<file path="config.mk">
export PLATFORM = sky130hd
export DESIGN_NAME = fsync_clk_adapter
export DESIGN_NICKNAME = d
export VERILOG_FILES = /design/src/rtl/fsa_pkg.sv /design/src/rtl/fsa_frame_counter.sv /design/src/rtl/fsa_sync_decoder.sv /design/src/rtl/fsa_lane_enable.sv /design/src/rtl/fsync_clk_adapter.sv
export SDC_FILE = /design/constraint.sdc
export NUM_CORES = 1
export LEC_CHECK = 0
export ABC_AREA = 1
export BUFFER_PORTS_ARGS = -buffer_cell sky130_fd_sc_hd__buf_2
export CORE_MARGIN = 2
export CORE_UTILIZATION = 35
export DETAILED_ROUTE_END_ITERATION = 8
export SKIP_LAST_GASP = 1
export SYNTH_ARGS = -nofsm -noshare
export SYNTH_HDL_FRONTEND = slang
export SYNTH_SLANG_ARGS = --single-unit
</file>
<file path="constraint.sdc">
create_clock -name bus_clk_i -period 2.05 [get_ports bus_clk_i]
set_input_delay 0.1025 -clock bus_clk_i [delete_from_list [all_inputs] [get_ports bus_clk_i]]
set_output_delay 0.1025 -clock bus_clk_i [all_outputs]
set_load 0.02 [all_outputs]
</file>
<file path="src/rtl/fsa_pkg.sv">
package fsa_pkg;
  localparam int SLOT_CYC   = 16;
  localparam int TERM_SLOTS = 12;
  localparam int LINE_SLOTS = 32;
  localparam int TERM_LEN   = TERM_SLOTS * SLOT_CYC;
  localparam int LINE_LEN   = LINE_SLOTS * SLOT_CYC;
  localparam int CNT_W      = $clog2(LINE_LEN);
  localparam int OE_W       = SLOT_CYC / 2;
  localparam int SYNC_LEAD  = 2;  // bus cycles the pulse precedes the slot
endpackage

</file>
<file path="src/rtl/fsa_frame_counter.sv">
module fsa_frame_counter #(
  parameter int CNT_W    = fsa_pkg::CNT_W,
  parameter int TERM_LEN = fsa_pkg::TERM_LEN,
  parameter int LINE_LEN = fsa_pkg::LINE_LEN
) (
  input  logic             clk_i,
  input  logic             rst_ni,
  input  logic             strobe_i,
  input  logic             line_mode_i,
  output logic [CNT_W-1:0] cnt_o,
  output logic             started_o,
  output logic             locked_o,
  output logic             misalign_o
);
  logic [CNT_W-1:0] cnt_q, last_c;
  logic strobe_q, rise, at_end;
  logic started_q, locked_q, misalign_q;

  assign last_c = line_mode_i ? CNT_W'(LINE_LEN - 1) : CNT_W'(TERM_LEN - 1);
  assign rise   = strobe_i & ~strobe_q;
  assign at_end = cnt_q >= last_c;

  // counter runs on the falling edge of the bus clock
  always_ff @(negedge clk_i or negedge rst_ni) begin
    if (!rst_ni) begin
      cnt_q      <= '0;
      strobe_q   <= 1'b0;
      started_q  <= 1'b0;
      locked_q   <= 1'b0;
      misalign_q <= 1'b0;
    end else begin
      strobe_q <= strobe_i;
      if (rise || at_end) cnt_q <= '0;
      else                cnt_q <= cnt_q + CNT_W'(1);
      if (rise) begin
        started_q <= 1'b1;
        if (started_q) begin
          if (cnt_q == last_c) locked_q <= 1'b1;
          else begin
            locked_q   <= 1'b0;
            misalign_q <= 1'b1;
          end
        end
      end
    end
  end

  assign cnt_o      = cnt_q;
  assign started_o  = started_q;
  assign locked_o   = locked_q;
  assign misalign_o = misalign_q;

  AST_FS_RESTARTS: assert property (@(negedge clk_i) disable iff (!rst_ni)
    rise |=> (cnt_q == '0));
  AST_CNT_STEP: assert property (@(negedge clk_i) disable iff (!rst_ni)
    (!rise && (cnt_q < last_c)) |=> (cnt_q == $past(cnt_q) + CNT_W'(1)));
  AST_MISALIGN_STICKY: assert property (@(negedge clk_i) disable iff (!rst_ni)
    misalign_q |=> misalign_q);
  AST_LOCK_FULL_FRAME: assert property (@(negedge clk_i) disable iff (!rst_ni)
    $rose(locked_q) |-> ($past(cnt_q) == $past(last_c)));
endmodule

</file>
<file path="src/rtl/fsa_sync_decoder.sv">
module fsa_sync_decoder #(
  parameter int CNT_W      = fsa_pkg::CNT_W,
  parameter int SLOT_CYC   = fsa_pkg::SLOT_CYC,
  parameter int TERM_SLOTS = fsa_pkg::TERM_SLOTS,
  parameter int LINE_SLOTS = fsa_pkg::LINE_SLOTS,
  parameter int LEAD       = fsa_pkg::SYNC_LEAD
) (
  input  logic                  clk_i,
  input  logic                  rst_ni,
  input  logic                  line_mode_i,
  input  logic                  started_i,
  input  logic [CNT_W-1:0]      cnt_i,
  input  logic [LINE_SLOTS-1:0] slot_mask_i,
  output logic                  sync_o
);
  localparam int TERM_LEN = TERM_SLOTS * SLOT_CYC;
  localparam int LINE_LEN = LINE_SLOTS * SLOT_CYC;

  logic [LINE_SLOTS-1:0] hit;
  logic sync_q;

  // decode one count early to absorb the output register
  for (genvar s = 0; s < LINE_SLOTS; s++) begin : g_slot
    localparam int L0 = (s * SLOT_CYC + LINE_LEN - LEAD - 1) % LINE_LEN;
    localparam int L1 = (L0 + 1) % LINE_LEN;
    logic line_hit, term_hit;
    assign line_hit = (cnt_i == CNT_W'(L0)) || (cnt_i == CNT_W'(L1));
    if (s < TERM_SLOTS) begin : g_term
      localparam int T0 = (s * SLOT_CYC + TERM_LEN - LEAD - 1) % TERM_LEN;
      localparam int T1 = (T0 + 1) % TERM_LEN;
      assign term_hit = (cnt_i == CNT_W'(T0)) || (cnt_i == CNT_W'(T1));
    end else begin : g_no_term
      assign term_hit = 1'b0;
    end
    assign hit[s] = slot_mask_i[s] & (line_mode_i ? line_hit : term_hit);
  end

  always_ff @(negedge clk_i or negedge rst_ni) begin
    if (!rst_ni) sync_q <= 1'b0;
    else         sync_q <= started_i & (|hit);
  end

  assign sync_o = sync_q;

  AST_SYNC_HOLDS_TWO: assert property (@(negedge clk_i) disable iff (!rst_ni)
    $rose(sync_q) |=> sync_q);
  AST_SYNC_NO_THIRD: assert property (@(negedge clk_i) disable iff (!rst_ni)
    (sync_q && $past(sync_q)) |=> !sync_q);
  AST_SYNC_NEEDS_START: assert property (@(negedge clk_i) disable iff (!rst_ni)
    !started_i |=> !sync_q);
endmodule

</file>
<file path="src/rtl/fsa_lane_enable.sv">
module fsa_lane_enable #(
  parameter int CNT_W      = fsa_pkg::CNT_W,
  parameter int SLOT_CYC   = fsa_pkg::SLOT_CYC,
  parameter int LINE_SLOTS = fsa_pkg::LINE_SLOTS,
  parameter int OE_W       = fsa_pkg::OE_W
) (
  input  logic                  started_i,
  input  logic [CNT_W-1:0]      cnt_i,
  input  logic [LINE_SLOTS-1:0] slot_mask_i,
  input  logic [OE_W-1:0]       oe_mask_i,
  output logic                  oe_o
);
  localparam int SB = $clog2(SLOT_CYC);
  localparam int IW = $clog2(LINE_SLOTS);
  localparam int BW = $clog2(OE_W);

  logic [IW-1:0] slot_idx;
  logic [BW-1:0] bit_idx;

  assign slot_idx = cnt_i[SB +: IW];
  assign bit_idx  = cnt_i[1 +: BW];  // two bus cycles per bit
  assign oe_o     = started_i & slot_mask_i[slot_idx] & oe_mask_i[bit_idx];
endmodule

</file>
<file path="src/rtl/fsync_clk_adapter.sv">
module fsync_clk_adapter #(
  parameter int SLOT_CYC   = fsa_pkg::SLOT_CYC,
  parameter int TERM_SLOTS = fsa_pkg::TERM_SLOTS,
  parameter int LINE_SLOTS = fsa_pkg::LINE_SLOTS,
  parameter int OE_W       = SLOT_CYC / 2
) (
  input  logic                  bus_clk_i,
  input  logic                  rst_ni,
  input  logic                  frame_strobe_i,
  input  logic                  line_mode_i,
  input  logic [LINE_SLOTS-1:0] slot_mask_i,
  input  logic [OE_W-1:0]       oe_mask_i,
  input  logic                  dn_data_i,
  input  logic                  port_tx_i,
  output logic                  port_clk_o,
  output logic                  port_sync_o,
  output logic                  port_rx_o,
  output logic                  up_data_o,
  output logic                  up_oe_o,
  output logic                  locked_o,
  output logic                  misalign_o
);
  localparam int TERM_LEN = TERM_SLOTS * SLOT_CYC;
  localparam int LINE_LEN = LINE_SLOTS * SLOT_CYC;
  localparam int CNT_W    = $clog2(LINE_LEN);

  logic [CNT_W-1:0] cnt;
  logic started;

  fsa_frame_counter #(.CNT_W(CNT_W), .TERM_LEN(TERM_LEN), .LINE_LEN(LINE_LEN)) u_cnt (
    .clk_i      (bus_clk_i),
    .rst_ni     (rst_ni),
    .strobe_i   (frame_strobe_i),
    .line_mode_i(line_mode_i),
    .cnt_o      (cnt),
    .started_o  (started),
    .locked_o   (locked_o),
    .misalign_o (misalign_o)
  );

  fsa_sync_decoder #(.CNT_W(CNT_W), .SLOT_CYC(SLOT_CYC), .TERM_SLOTS(TERM_SLOTS),
                     .LINE_SLOTS(LINE_SLOTS), .LEAD(fsa_pkg::SYNC_LEAD)) u_dec (
    .clk_i      (bus_clk_i),
    .rst_ni     (rst_ni),
    .line_mode_i(line_mode_i),
    .started_i  (started),
    .cnt_i      (cnt),
    .slot_mask_i(slot_mask_i),
    .sync_o     (port_sync_o)
  );

  fsa_lane_enable #(.CNT_W(CNT_W), .SLOT_CYC(SLOT_CYC), .LINE_SLOTS(LINE_SLOTS),
                    .OE_W(OE_W)) u_oe (
    .started_i  (started),
    .cnt_i      (cnt),
    .slot_mask_i(slot_mask_i),
    .oe_mask_i  (oe_mask_i),
    .oe_o       (up_oe_o)
  );

  assign port_clk_o = cnt[0];
  assign port_rx_o  = dn_data_i;
  assign up_data_o  = port_tx_i;

  AST_PORT_CLK_HALF: assert property (@(negedge bus_clk_i) disable iff (!rst_ni)
    (cnt == $past(cnt) + CNT_W'(1)) |-> (port_clk_o != $past(port_clk_o)));
endmodule

</file>
==> impl_metrics.toml <==
[synth]
synthTopCellsByArea = "dfrtn_1 19%, nand2_1 16%, nand4_1 13%, nor2_1 6.8%, a22oi_1 6.6%"
synth_area_leader_cell = "dfrtn_1"
synth_top_area_share_pct = 19.4
yosysSeqAreaShare_pct = 19.4
yosysWarnings = 0
synth_cell_types = 31
syn_inst = 282
ys_ff_latch = 14
syn_avg_cell_area_um2 = 6.42
synth_area_um2 = 1810
synth_fp_nets = 333

[sta]
relSlewSlack_pct = 72.4
rsz0062_at_grt = "true"
clock_skew_ps = 1.99
tightest_slew_ps = 413
finalWorstSetupSlack_ps = -997
setup_violations = 1
slew_viol_final = 0
holdWs_ps = 205
setup_tns_ps = -997
hold_viol_final = 0

[grt]
grt_pass1_vias = 2043
grt_overflow = 0
track_usage_pct = 21.2
antenna_found_initial = 0
grt_pass1_wl_um = 9430
grt_max_degree = 31

[detailed_routing]
vias_per_cell = 5.18
drc_errors = 0
detail-route-antenna-nets = 0
totalWireLength_um = 6220
first_iter_violations = 210
firstDrtPassIters = 4
vias = 2333
wl_per_cell_um = 13.8

[cells_and_area]
fin_nets = 432
final_layout_size_suffix_gt1_share_pct = 43.7
area_delta_synth_final_pct = 53.4
antenna_cells = 0
finalInstanceArea_um2 = 2780
fillerInstances = 477

[cts]
cts_root_buf = "clkbuf_8"
cts_sinks = 14
htree_levels = 1
clockBufferDepth = 2
tritoncts = "built"
path_clk_slew_ps = 40
numCtsBuffers = 3
clk_latency_ps = 270

[pwr]
leakage_nw = 1.38
p_per_area_nw_per_um2 = 462
vdd_ir_drop_max_mv = 0.525

[min_path]
hold_path_class = "input pin to output pin"

[outcome]
violations = "setup timing"
outcome = "finished with violations"

[setup_path]
critPathMaxFanout = 6
cp.required_ps = 1950
worstSetupStartpointType = "flip-flop"
path_class = "flip-flop to output pin"
endpoint_kind = "output pin"
critPathArrivalTime_ps = 2940

[place]
dpl.hpwl_um = 4110
gp_congestion = 0.854
place_area_um2 = 2380
numPortBuffers = 48

[floorplan]
rows = 26
initial_core_util_pct = 35.9
dieArea_um2 = 5760
dieWidth_um = 75.9
io_pins = 53
die_h_um = 75.9
core_um2 = 5040

[flow_run]
maxCapViolCount = 0
cell usage after synthesis (all sizes together):
library cell,n
a21oi,2
a22oi,16
a31oi,1
and2,1
buf,19
clkbuf,1
clkinv,1
dfrtn,14
ha,5
inv,22
nand2,81
nand3,19
nand4,39
nor2,41
nor3,5
nor3b,1
o21ai,7
o21bai,1
o221ai,2
xor2,4
metal layers:
layer  part of all wire (%)  track usage (%)  routed length, um  up-vias
met4                    1.4             6.04                 87        0
met1                     42             28.0               2640     1060
met5                      0                0                  0        -
met3                    6.3             2.12                391       10
met2                     50             36.6               3100       95
li1                       -                -                  -     1168
per-stage QoR:
stage	cells	util (%)	total power, mW	worst slack [ps]
final	450	55.0	1.28	-997
after global routing	450	55.0	1.37	-1110
after detailed placement	420	47.2	0.933	-765
after CTS	442	51.8	1.25	-935
after global placement	420	47.2	0.928	-778
after floorplan	282	-	0.680	-535
state kept, by name (all words and copies together), names as in the netlist:
signal,flops
u_cnt.cnt_o,9
u_cnt.locked_o,1
u_cnt.misalign_o,1
u_cnt.started_o,1
u_cnt.strobe_q,1
u_dec.sync_o,1
where the power goes:
part	internal [mW]	switching, mW	total, mW
clock network	0.170	0.0994	0.270
logic	0.319	0.345	0.664
registers	0.315	0.0340	0.349
total	0.804	0.479	1.28
path summary, 6_finish.rpt:
| kind | from | endpoint | slack (ps) | cells past startpoint |
|---|---|---|---|---|
| worst max-delay path | u_cnt.cnt_o[5] | up_oe_o | -1000 | 9 |
| worst min-delay path | dn_data_i | port_rx_o | 210 | 0 |
| worst max register to register | u_cnt.cnt_o[5] | u_dec.sync_o | 30 | 13 |
| worst min register to register | u_cnt.misalign_o | u_cnt.misalign_o | 420 | 1 |
| max in group asynchronous | rst_ni | u_cnt.cnt_o[1] | 1150 | 1 |
| min in group asynchronous | rst_ni | u_cnt.misalign_o | 630 | 1 |
repair_timing:
item | in CTS | in global routing
resized for setup | 13 | 22
pin swaps | 12 | 16
setup endpoints to repair | 11 | 6
buffers inserted | 15 | 8
cloned | 3 | 0
hold buffers | 0 | 0
cell usage in the layout, fill, tap and decap left out, types with 2 or more instances in the layout:
cell type / Yosys / final
a22oi_1: 16 / 8
a22oi_2: 0 / 8
buf_12: 0 / 4
buf_2: 5 / 46
buf_4: 10 / 55
buf_6: 4 / 5
clkbuf_8: 0 / 4
dfrtn_1: 14 / 14
ha_1: 5 / 3
ha_4: 0 / 2
inv_1: 17 / 12
inv_2: 5 / 6
nand2_1: 79 / 78
nand2_2: 1 / 2
nand3_1: 18 / 15
nand3_2: 1 / 3
nand4_1: 39 / 39
nor2_1: 33 / 29
nor2_2: 2 / 6
nor2_4: 6 / 8
nor3_2: 2 / 4
o21ai_0: 5 / 5
o21ai_2: 1 / 2
o221ai_1: 2 / 2
xor2_1: 4 / 4
final cells by class:
class	instances	area, um^2	area share (%)
Clock buffer	4	55.1	1.98
Inverter	23	106	3.83
Multi-Input combinational cell	228	1380	49.8
Sequential cell	14	350	12.6
Tap cell	70	87.6	3.16
Timing Repair Buffer	111	795	28.6
critical path, stage by stage (launching register included):
cell     delay [ps]
dfrtn_1         440
buf_6           170
nor2_4          210
a22oi_1         140
nand2_1          80
nand2_1          60
nand3_2          90
nor3_2           50
nor3_2          230
buf_4           180
logic make-up after synthesis:
kind of cell / synth area share (%)
and+or+nand+nor: 50.3
buffers and inverters: 13.2
AOI/OAI and AO/OA: 11.7
DFF: 19.4
adders and majority gates: 3.46
xor gates and xnor gates: 1.94
Note: power is estimated with default switching activity, not from simulation.
